File: src/rtl/fmc_pkg.sv
package fmc_pkg;
  localparam int REG_W    = 8;
  localparam int BIT_RDY  = 0;
  localparam int BIT_MODE = 1;
  localparam int BIT_RST  = 3;
  localparam int BIT_USR  = 5;

  // Recovery length in cycles from clock rate in kHz and wait in microseconds.
  function automatic int unsigned recov_cycles(input int unsigned clk_khz,
                                               input int unsigned wait_us);
    recov_cycles = (clk_khz * wait_us) / 1000;
  endfunction

  // A command access is legal when it is 16 bits wide and word aligned.
  function automatic logic cmd_shape_ok(input logic addr0, input logic wide);
    cmd_shape_ok = wide & ~addr0;
  endfunction

  function automatic logic [REG_W-1:0] pack_status(input logic rdy, input logic mode,
                                                   input logic rst, input logic usr);
    logic [REG_W-1:0] v;
    v = '0;
    v[BIT_RDY]  = rdy;
    v[BIT_MODE] = mode;
    v[BIT_RST]  = rst;
    v[BIT_USR]  = usr;
    pack_status = v;
  endfunction
endpackage

File: src/rtl/fmc_mode_seq.sv
module fmc_mode_seq (
  input  logic clk,
  input  logic rst_n,
  input  logic wr,
  input  logic rd,
  input  logic wbit,
  output logic mode,
  output logic arm,
  output logic mode_set_evt
);
  assign mode_set_evt = wr & wbit & arm;

  always_ff @(posedge clk or negedge rst_n) begin
    if (!rst_n) begin
      mode <= 1'b0;
      arm  <= 1'b0;
    end else if (wr) begin
      if (!wbit) begin
        mode <= 1'b0;
        arm  <= 1'b1;
      end else begin
        if (arm) mode <= 1'b1;
        arm <= 1'b0;
      end
    end else if (rd) begin
      arm <= 1'b0;
    end
  end
endmodule

File: src/rtl/fmc_recovery.sv
module fmc_recovery #(
  parameter int unsigned CYC = 625000
) (
  input  logic clk,
  input  logic rst_n,
  input  logic start,
  output logic lockout
);
  localparam int CW = $clog2(CYC + 1);
  logic [CW-1:0] cnt;

  always_ff @(posedge clk or negedge rst_n) begin
    if (!rst_n)          cnt <= '0;
    else if (start)      cnt <= CW'(CYC);
    else if (cnt != '0)  cnt <= cnt - 1'b1;
  end

  assign lockout = (cnt != '0);
endmodule

File: src/rtl/fmc_cmd_gate.sv
module fmc_cmd_gate #(
  parameter int AW = 16,
  parameter int DW = 16,
  parameter bit ZERO_IDLE = 1'b1
) (
  input  logic          cmd_wr,
  input  logic          cmd_wide,
  input  logic [AW-1:0] cmd_addr,
  input  logic [DW-1:0] cmd_wdata,
  input  logic          allow,
  output logic          fl_wr,
  output logic [AW-1:0] fl_addr,
  output logic [DW-1:0] fl_wdata
);
  import fmc_pkg::*;
  logic pass;
  assign pass  = cmd_wr & allow & cmd_shape_ok(cmd_addr[0], cmd_wide);
  assign fl_wr = pass;

  generate
    if (ZERO_IDLE) begin : g_zero
      assign fl_addr  = pass ? cmd_addr  : '0;
      assign fl_wdata = pass ? cmd_wdata : '0;
    end else begin : g_thru
      assign fl_addr  = cmd_addr;
      assign fl_wdata = cmd_wdata;
    end
  endgenerate
endmodule

File: src/rtl/flash_mode_ctl.sv
module flash_mode_ctl #(
  parameter int          AW       = 16,
  parameter int          DW       = 16,
  parameter int unsigned CLK_KHZ  = 125000,
  parameter int unsigned RECOV_US = 5000
) (
  input  logic          clk,
  input  logic          rst_n,
  input  logic          reg_wr,
  input  logic          reg_rd,
  input  logic [7:0]    reg_wdata,
  output logic [7:0]    reg_rdata,
  input  logic          cmd_wr,
  input  logic          cmd_wide,
  input  logic [AW-1:0] cmd_addr,
  input  logic [DW-1:0] cmd_wdata,
  input  logic          flash_busy,
  input  logic          flash_erasing,
  input  logic          boot_mode,
  output logic          fl_cmd_wr,
  output logic [AW-1:0] fl_cmd_addr,
  output logic [DW-1:0] fl_cmd_wdata,
  output logic          flash_ctl_rst,
  output logic          user_array_sel,
  output logic          cpu_rd_block
);
  import fmc_pkg::*;
  localparam int unsigned RECOV = (recov_cycles(CLK_KHZ, RECOV_US) == 0) ? 1 :
                                  recov_cycles(CLK_KHZ, RECOV_US);

  logic mode, arm, mode_set_evt;
  logic rst_q, usr_q;
  logic rst_set_evt, rst_clr_evt, lock_start, lockout, cmd_allow;
  logic unused_wbits;

  assign unused_wbits = ^{reg_wdata[7:6], reg_wdata[4], reg_wdata[2], reg_wdata[0]};

  fmc_mode_seq u_seq (
    .clk(clk), .rst_n(rst_n), .wr(reg_wr), .rd(reg_rd),
    .wbit(reg_wdata[BIT_MODE]), .mode(mode), .arm(arm), .mode_set_evt(mode_set_evt)
  );

  // Reset bit: set only with the mode already on, cleared by any write of 0.
  assign rst_set_evt = reg_wr & reg_wdata[BIT_RST] & mode & ~rst_q;
  assign rst_clr_evt = reg_wr & ~reg_wdata[BIT_RST];
  assign lock_start  = rst_set_evt & flash_erasing;

  always_ff @(posedge clk or negedge rst_n) begin
    if (!rst_n) begin
      rst_q <= 1'b0;
      usr_q <= 1'b0;
    end else if (reg_wr) begin
      usr_q <= reg_wdata[BIT_USR];
      if (rst_set_evt)      rst_q <= 1'b1;
      else if (rst_clr_evt) rst_q <= 1'b0;
    end
  end

  fmc_recovery #(.CYC(RECOV)) u_rec (
    .clk(clk), .rst_n(rst_n), .start(lock_start), .lockout(lockout)
  );

  assign cmd_allow = mode & ~rst_q & ~lockout;

  fmc_cmd_gate #(.AW(AW), .DW(DW), .ZERO_IDLE(1'b1)) u_gate (
    .cmd_wr(cmd_wr), .cmd_wide(cmd_wide), .cmd_addr(cmd_addr), .cmd_wdata(cmd_wdata),
    .allow(cmd_allow), .fl_wr(fl_cmd_wr), .fl_addr(fl_cmd_addr), .fl_wdata(fl_cmd_wdata)
  );

  assign reg_rdata      = pack_status(~(flash_busy | lockout), mode, rst_q, usr_q);
  assign flash_ctl_rst  = rst_q;
  assign user_array_sel = usr_q & boot_mode;
  assign cpu_rd_block   = mode;
endmodule

File: config.mk
export PLATFORM = sky130hd
export DESIGN_NAME = flash_mode_ctl
export DESIGN_NICKNAME = d
export VERILOG_FILES = /design/src/rtl/fmc_pkg.sv /design/src/rtl/fmc_mode_seq.sv /design/src/rtl/fmc_recovery.sv /design/src/rtl/fmc_cmd_gate.sv /design/src/rtl/flash_mode_ctl.sv
export SDC_FILE = /design/constraint.sdc
export NUM_CORES = 1
export LEC_CHECK = 0
export BUFFER_PORTS_ARGS = -buffer_cell sky130_fd_sc_hd__buf_2
export CAP_MARGIN = 20
export CORE_UTILIZATION = 35
export DETAILED_ROUTE_END_ITERATION = 6
export GPL_TIMING_DRIVEN = 0
export PLACE_DENSITY = 0.7
export SLEW_MARGIN = 40
export SYNTH_ARGS = -nofsm -noshare
export SYNTH_HDL_FRONTEND = slang
export SYNTH_HIERARCHICAL = 1
export SYNTH_SLANG_ARGS = --single-unit
export TNS_END_PERCENT = 5
File: constraint.sdc
create_clock -name clk -period 4.8 [get_ports clk]
set_input_delay 0.24 -clock clk [delete_from_list [all_inputs] [get_ports clk]]
set_output_delay 0.24 -clock clk [all_outputs]
set_load 0.02 [all_outputs]
==> impl_metrics.tcl, run 1 <==
set metrics [dict create \
    r2r-end "u_rec/cnt[18]" \
    worstSetupStartpointType "flop" \
    holdWs_ns 0.197 \
    cts.sinks 24 \
    regToRegSetupSlack_ns 2.72 \
    worstSetupPathType "flop to output port" \
    viasPerCell 4.66 \
    worstPathCellList "nor3_1 -> and4_2 -> buf_4 -> nand2_4 -> nor2_1 -> and4b_4 -> buf_6 -> and2_1 -> buf_2" \
    worst_ep_arrival_time_ns 2.64 \
    grt_max_degree 25 \
    final-setup-viol-count 0 \
    grt_use_total 0.166 \
    cpMaxStageDelayCell "nor3_1" \
    synthCells 180 \
    utilization 0.498 \
    syn_area_um2 1680 \
    die-width_um 71.2 \
    period_share 0.599 \
    crit_family "simple AND/OR/NAND/NOR gates" \
    ctsResizeCount 0 \
    place.gp.congestion 0.751 \
    dp_hpwl_mm 3.02 \
    drt-pass1-iter-count 6 \
    path_clk_slew_ns 0.09 \
    cts_max_level 1 \
    cts_root_buffer "clkbuf_8" \
    fin_cells 322 \
    p_leak_nw 1.15 \
    cts_tree "done" \
    cp_max_fo 10 \
    cp_num_buf_inv 3 \
    outcome "finished, violations left" \
    worst_skew_pair.late_latency_ns 0.27 \
    clock.fmax_mhz 348 \
    layout-drive-gt1-share 0.463 \
    grt_pass1_wl_mm 6.62 \
    final_hold_viol_count 0 \
    cp.required_ns 4.56 \
    die-area_um2 5070 \
    reg2reg_from "u_rec/cnt[16]" \
    cp_num_cells 9 \
    finalClockSkew_ns 0.00143 \
    rsz0062_at_grt "no" \
    tightest_slew_ns 0.592 \
    maxSlewViolCount 0 \
    hp-class "input pin to flop" \
    cts_buffer_depth 2 \
    reg2reg_depth 5 \
    avgSynthCellArea_um2 9.31 \
    fin_setup_tns_ns 0 \
    routed_wl_mm 4.11 \
    dp_cells 317 \
    vias 1501 \
    core_area_um2 4470 \
    antenna_found_initial 0 \
    wl_per_cell_um 12.8 \
    die_h_um 71.2 \
    hold_buffers 1 \
    drt-initial-drc-count 65 \
    initial_core_util 0.374 \
    cp-endpoint "fl_cmd_wdata[1]" \
    worst_ir_drop_vdd_mv 0.196 \
    slowest_delay_ns 0.52 \
    end_kind "output port" \
    area_growth_pct 32.9 \
    io_buffers 82 \
    p_total_w 0.000681 \
    crit_path_start "u_rec/cnt[16]" \
    synth_warnings 6 \
    cap_violations 0 \
    violations "design-rule violations" \
    cts_buffers 3 \
    final_cell_mix "buf_2, dfrtp_1, and2_1" \
    power_density_nw_per_um2 306 \
    num_io_pins 93 \
    antenna_cells 0 \
    finalCriticalPeriod_ns 2.88 \
    layout_commonest_cell "buf_2" \
    drc_errors 1 \
    timing.slew.headroom 0.602 \
    overflow 0 \
    rows 24 \
    nNetsFinal 322 \
    ant_nets 0 \
    grt_pass1_vias 1408 \
    post_cts_buffers 0 \
]
-- layer usage --
metal  part of all wire  GRT usage  wire length [um]  vias to the layer above
met5                  0          0                 0                        -
met4             0.0066     0.0600                27                        0
met3              0.051     0.0157               211                        2
met2               0.48      0.258              1950                       55
met1               0.47      0.239              1920                      672
li1                   -          -                 -                      772
-- how the worst min path moves through the flow --
stage                             from             to  slack [ns]  depth (start not counted)
after floorplan                  rst_n  flash_ctl_rst       -0.06                          0
after global placement           rst_n  u_rec/cnt[10]        0.25                          1
after detailed placement         rst_n  u_rec/cnt[17]        0.26                          1
after CTS                 reg_wdata[5]          usr_q        0.19                          2
after global routing      reg_wdata[5]          usr_q        0.18                          2
final                     reg_wdata[5]          usr_q        0.20                          2
-- report_power, final --
group	switching [W]	total, W	internal, W
combinational	0.000114	0.000216	0.000102
clock	0.0000664	0.000140	0.0000733
sequential	0.0000676	0.000325	0.000258
-- worst register-to-register path, delay by kind of cell, from the launching register on --
kind	cells	cell delay [ns]
DFF	1	0.43
xor gates and xnor gates	1	0.20
and+or+nand+nor	3	0.94
AOI/OAI and AO/OA	1	0.38
-- sequential cells by signal (all words and copies together), names as in the netlist --
register and cells:
usr_q 1, u_seq/mode 1, u_rec/cnt 20, flash_ctl_rst 1, u_seq/arm 1
-- cell type report --
class	count	area [um^2]
Fill cell	427	2250
Multi-Input combinational cell	137	946
Sequential cell	24	601
Timing Repair Buffer	83	420
Buffer	18	125
Tap cell	52	65.1
Clock buffer	4	55.1
Inverter	4	15.0
-- metrics by stage --
| step | area (um^2) | setup slack, ns |
|---|---|---|
| 2_1_floorplan | 1690 | 2.55 |
| 3_3_place_gp | 2160 | 2.28 |
| 3_5_place_dp | 2160 | 2.26 |
| 4_1_cts | 2230 | 1.94 |
| 5_1_grt | 2230 | 1.76 |
| 6_report | 2230 | 1.92 |
Power figures use the tool's default switching activity.
==> inputs of run 2 (changes only) <==
==> constraint.sdc (replaced) <==
create_clock -name clk -period 2.7 [get_ports clk]
set_input_delay 0.135 -clock clk [delete_from_list [all_inputs] [get_ports clk]]
set_output_delay 0.135 -clock clk [all_outputs]
set_load 0.02 [all_outputs]
==> impl_metrics.tcl, run 2 (same netlist as run 1, synthesis figures left out) <==
set metrics [dict create \
    final_hold_viol_count 0 \
    layout_commonest_cell "buf_2" \
    antenna_cells 0 \
    largest_register "u_rec/cnt" \
    initial_core_util 0.374 \
    largest_register_ffs 20 \
    worst_skew_pair.late_latency_ns 0.27 \
    maxSlewViolCount 0 \
    dp_hpwl_mm 3.02 \
    grt_pass1_wl_mm 6.62 \
    worst_ir_drop_vdd_mv 0.351 \
    vias 1516 \
    core_area_um2 4470 \
    overflow 0 \
    path_clk_slew_ns 0.09 \
    grt_max_degree 25 \
    die-area_um2 5070 \
    p_leak_nw 1.16 \
    drc_errors 1 \
    cts_buffers 3 \
    wl_per_cell_um 13.0 \
    place_area_um2 2160 \
    cts.sinks 24 \
    power_density_nw_per_um2 538 \
    worst_slack_ns 0.105 \
    final_cell_mix "buf_2, dfrtp_1, buf_4" \
    place_ws_ns 0.265 \
    violations "design-rule violations" \
    grt_pass1_vias 1422 \
    area_growth_pct 37.3 \
    clock.fmax_mhz 385 \
    outcome "finished, violations left" \
    cp_max_fo 10 \
    holdWs_ns 0.0924 \
    worstSetupStartpointType "flop" \
    end_kind "output port" \
    cp.required_ns 2.57 \
    antenna_found_initial 0 \
    worst_ep_arrival_time_ns 2.46 \
    drt-pass1-iter-count 6 \
    io_buffers 82 \
    utilization 0.514 \
    cts_buffer_depth 2 \
    cts_max_level 1 \
    cts_tree "done" \
    layout-drive-gt1-share 0.487 \
    viasPerCell 4.69 \
    drt-initial-drc-count 39 \
    tightest_slew_ns 0.554 \
    final-setup-viol-count 0 \
    rows 24 \
    place.gp.congestion 0.751 \
    cap_violations 0 \
    regToRegSetupSlack_ns 0.74 \
    die_h_um 71.2 \
    grt_use_total 0.166 \
    num_io_pins 93 \
    nNetsFinal 323 \
    hp-class "input pin to flop" \
    die-width_um 71.2 \
    finalClockSkew_ns 0.00120 \
    ant_nets 0 \
    timing.slew.headroom 0.631 \
    cts_root_buffer "clkbuf_8" \
    finalCriticalPeriod_ns 2.60 \
    period_share 0.961 \
    routed_wl_mm 4.21 \
    design_area_um2 2300 \
    worstSetupPathType "flop to output port" \
]
==> run 2: cell types whose count changed in the layout (fill, tap and decap cells not counted), moves of 2 or more <==
cell / before / now
buf_2: 82 / 68
buf_4: 9 / 23
buf_6: 3 / 5
inv_1: 4 / 2
inv_2: 0 / 2
==> run 2: final timing paths <==
kind,cells past startpoint,start,endpoint
max,9,u_rec/cnt[13],fl_cmd_wdata[0]
min,2,reg_wdata[5],usr_q
max reg2reg,5,u_rec/cnt[13],u_rec/cnt[18]
min reg2reg,1,u_seq/arm,u_seq/arm
max in group asynchronous,2,rst_n,u_rec/cnt[13]
min in group asynchronous,2,rst_n,u_rec/cnt[17]
==> run 2: final cells by class <==
class | instances | area (um^2)
Tap cell | 52 | 65.1
Multi-Input combinational cell | 137 | 966
Fill cell | 424 | 2170
Sequential cell | 24 | 601
Timing Repair Buffer | 85 | 474
Buffer | 17 | 125
Inverter | 4 | 15.0
Clock buffer | 4 | 55.1
==> run 2: stage by stage <==
step	instances	TNS, ns	power [W]
2_1_floorplan	183	0	0.000840
3_3_place_gp	317	0	0.000949
3_5_place_dp	317	0	0.000967
4_1_cts	322	0	0.00123
5_1_grt	323	-0.159	0.00133
6_report	323	0	0.00124
==> run 2: worst max-delay path, stage by stage (launching register included) <==
cell     delay [ns]
dfrtp_1        0.42
nor4_2         0.42
and4_4         0.29
buf_6          0.13
nand2_4        0.09
nor2_2         0.12
and4b_4        0.27
buf_6          0.13
and2_1         0.14
buf_2          0.16
==> run 2: what timing repair did <==
item	4_1_cts	5_1_grt
endpoints found under the setup margin	29	29
buffers inserted	0	2
hold buffers	1	0
pin swaps	0	1
hold endpoints to repair	24	0
cloned	0	0
gates resized for setup	2	21
==> run 2: power breakdown <==
group	internal, W	switching [W]	total [W]
clock network	0.000130	0.000118	0.000248
registers	0.000458	0.000122	0.000581
logic	0.000200	0.000209	0.000409
==> run 2: routing by layer <==
| metal | global-route usage | up-vias | wire, um | share of wire |
|---|---|---|---|---|
| met3 | 0.0157 | 2 | 243 | 0.058 |
| met2 | 0.263 | 56 | 2090 | 0.50 |
| li1 | - | 768 | - | - |
| met5 | 0 | - | 0 | 0 |
| met4 | 0.0600 | 0 | 27 | 0.0064 |
| met1 | 0.235 | 690 | 1850 | 0.44 |
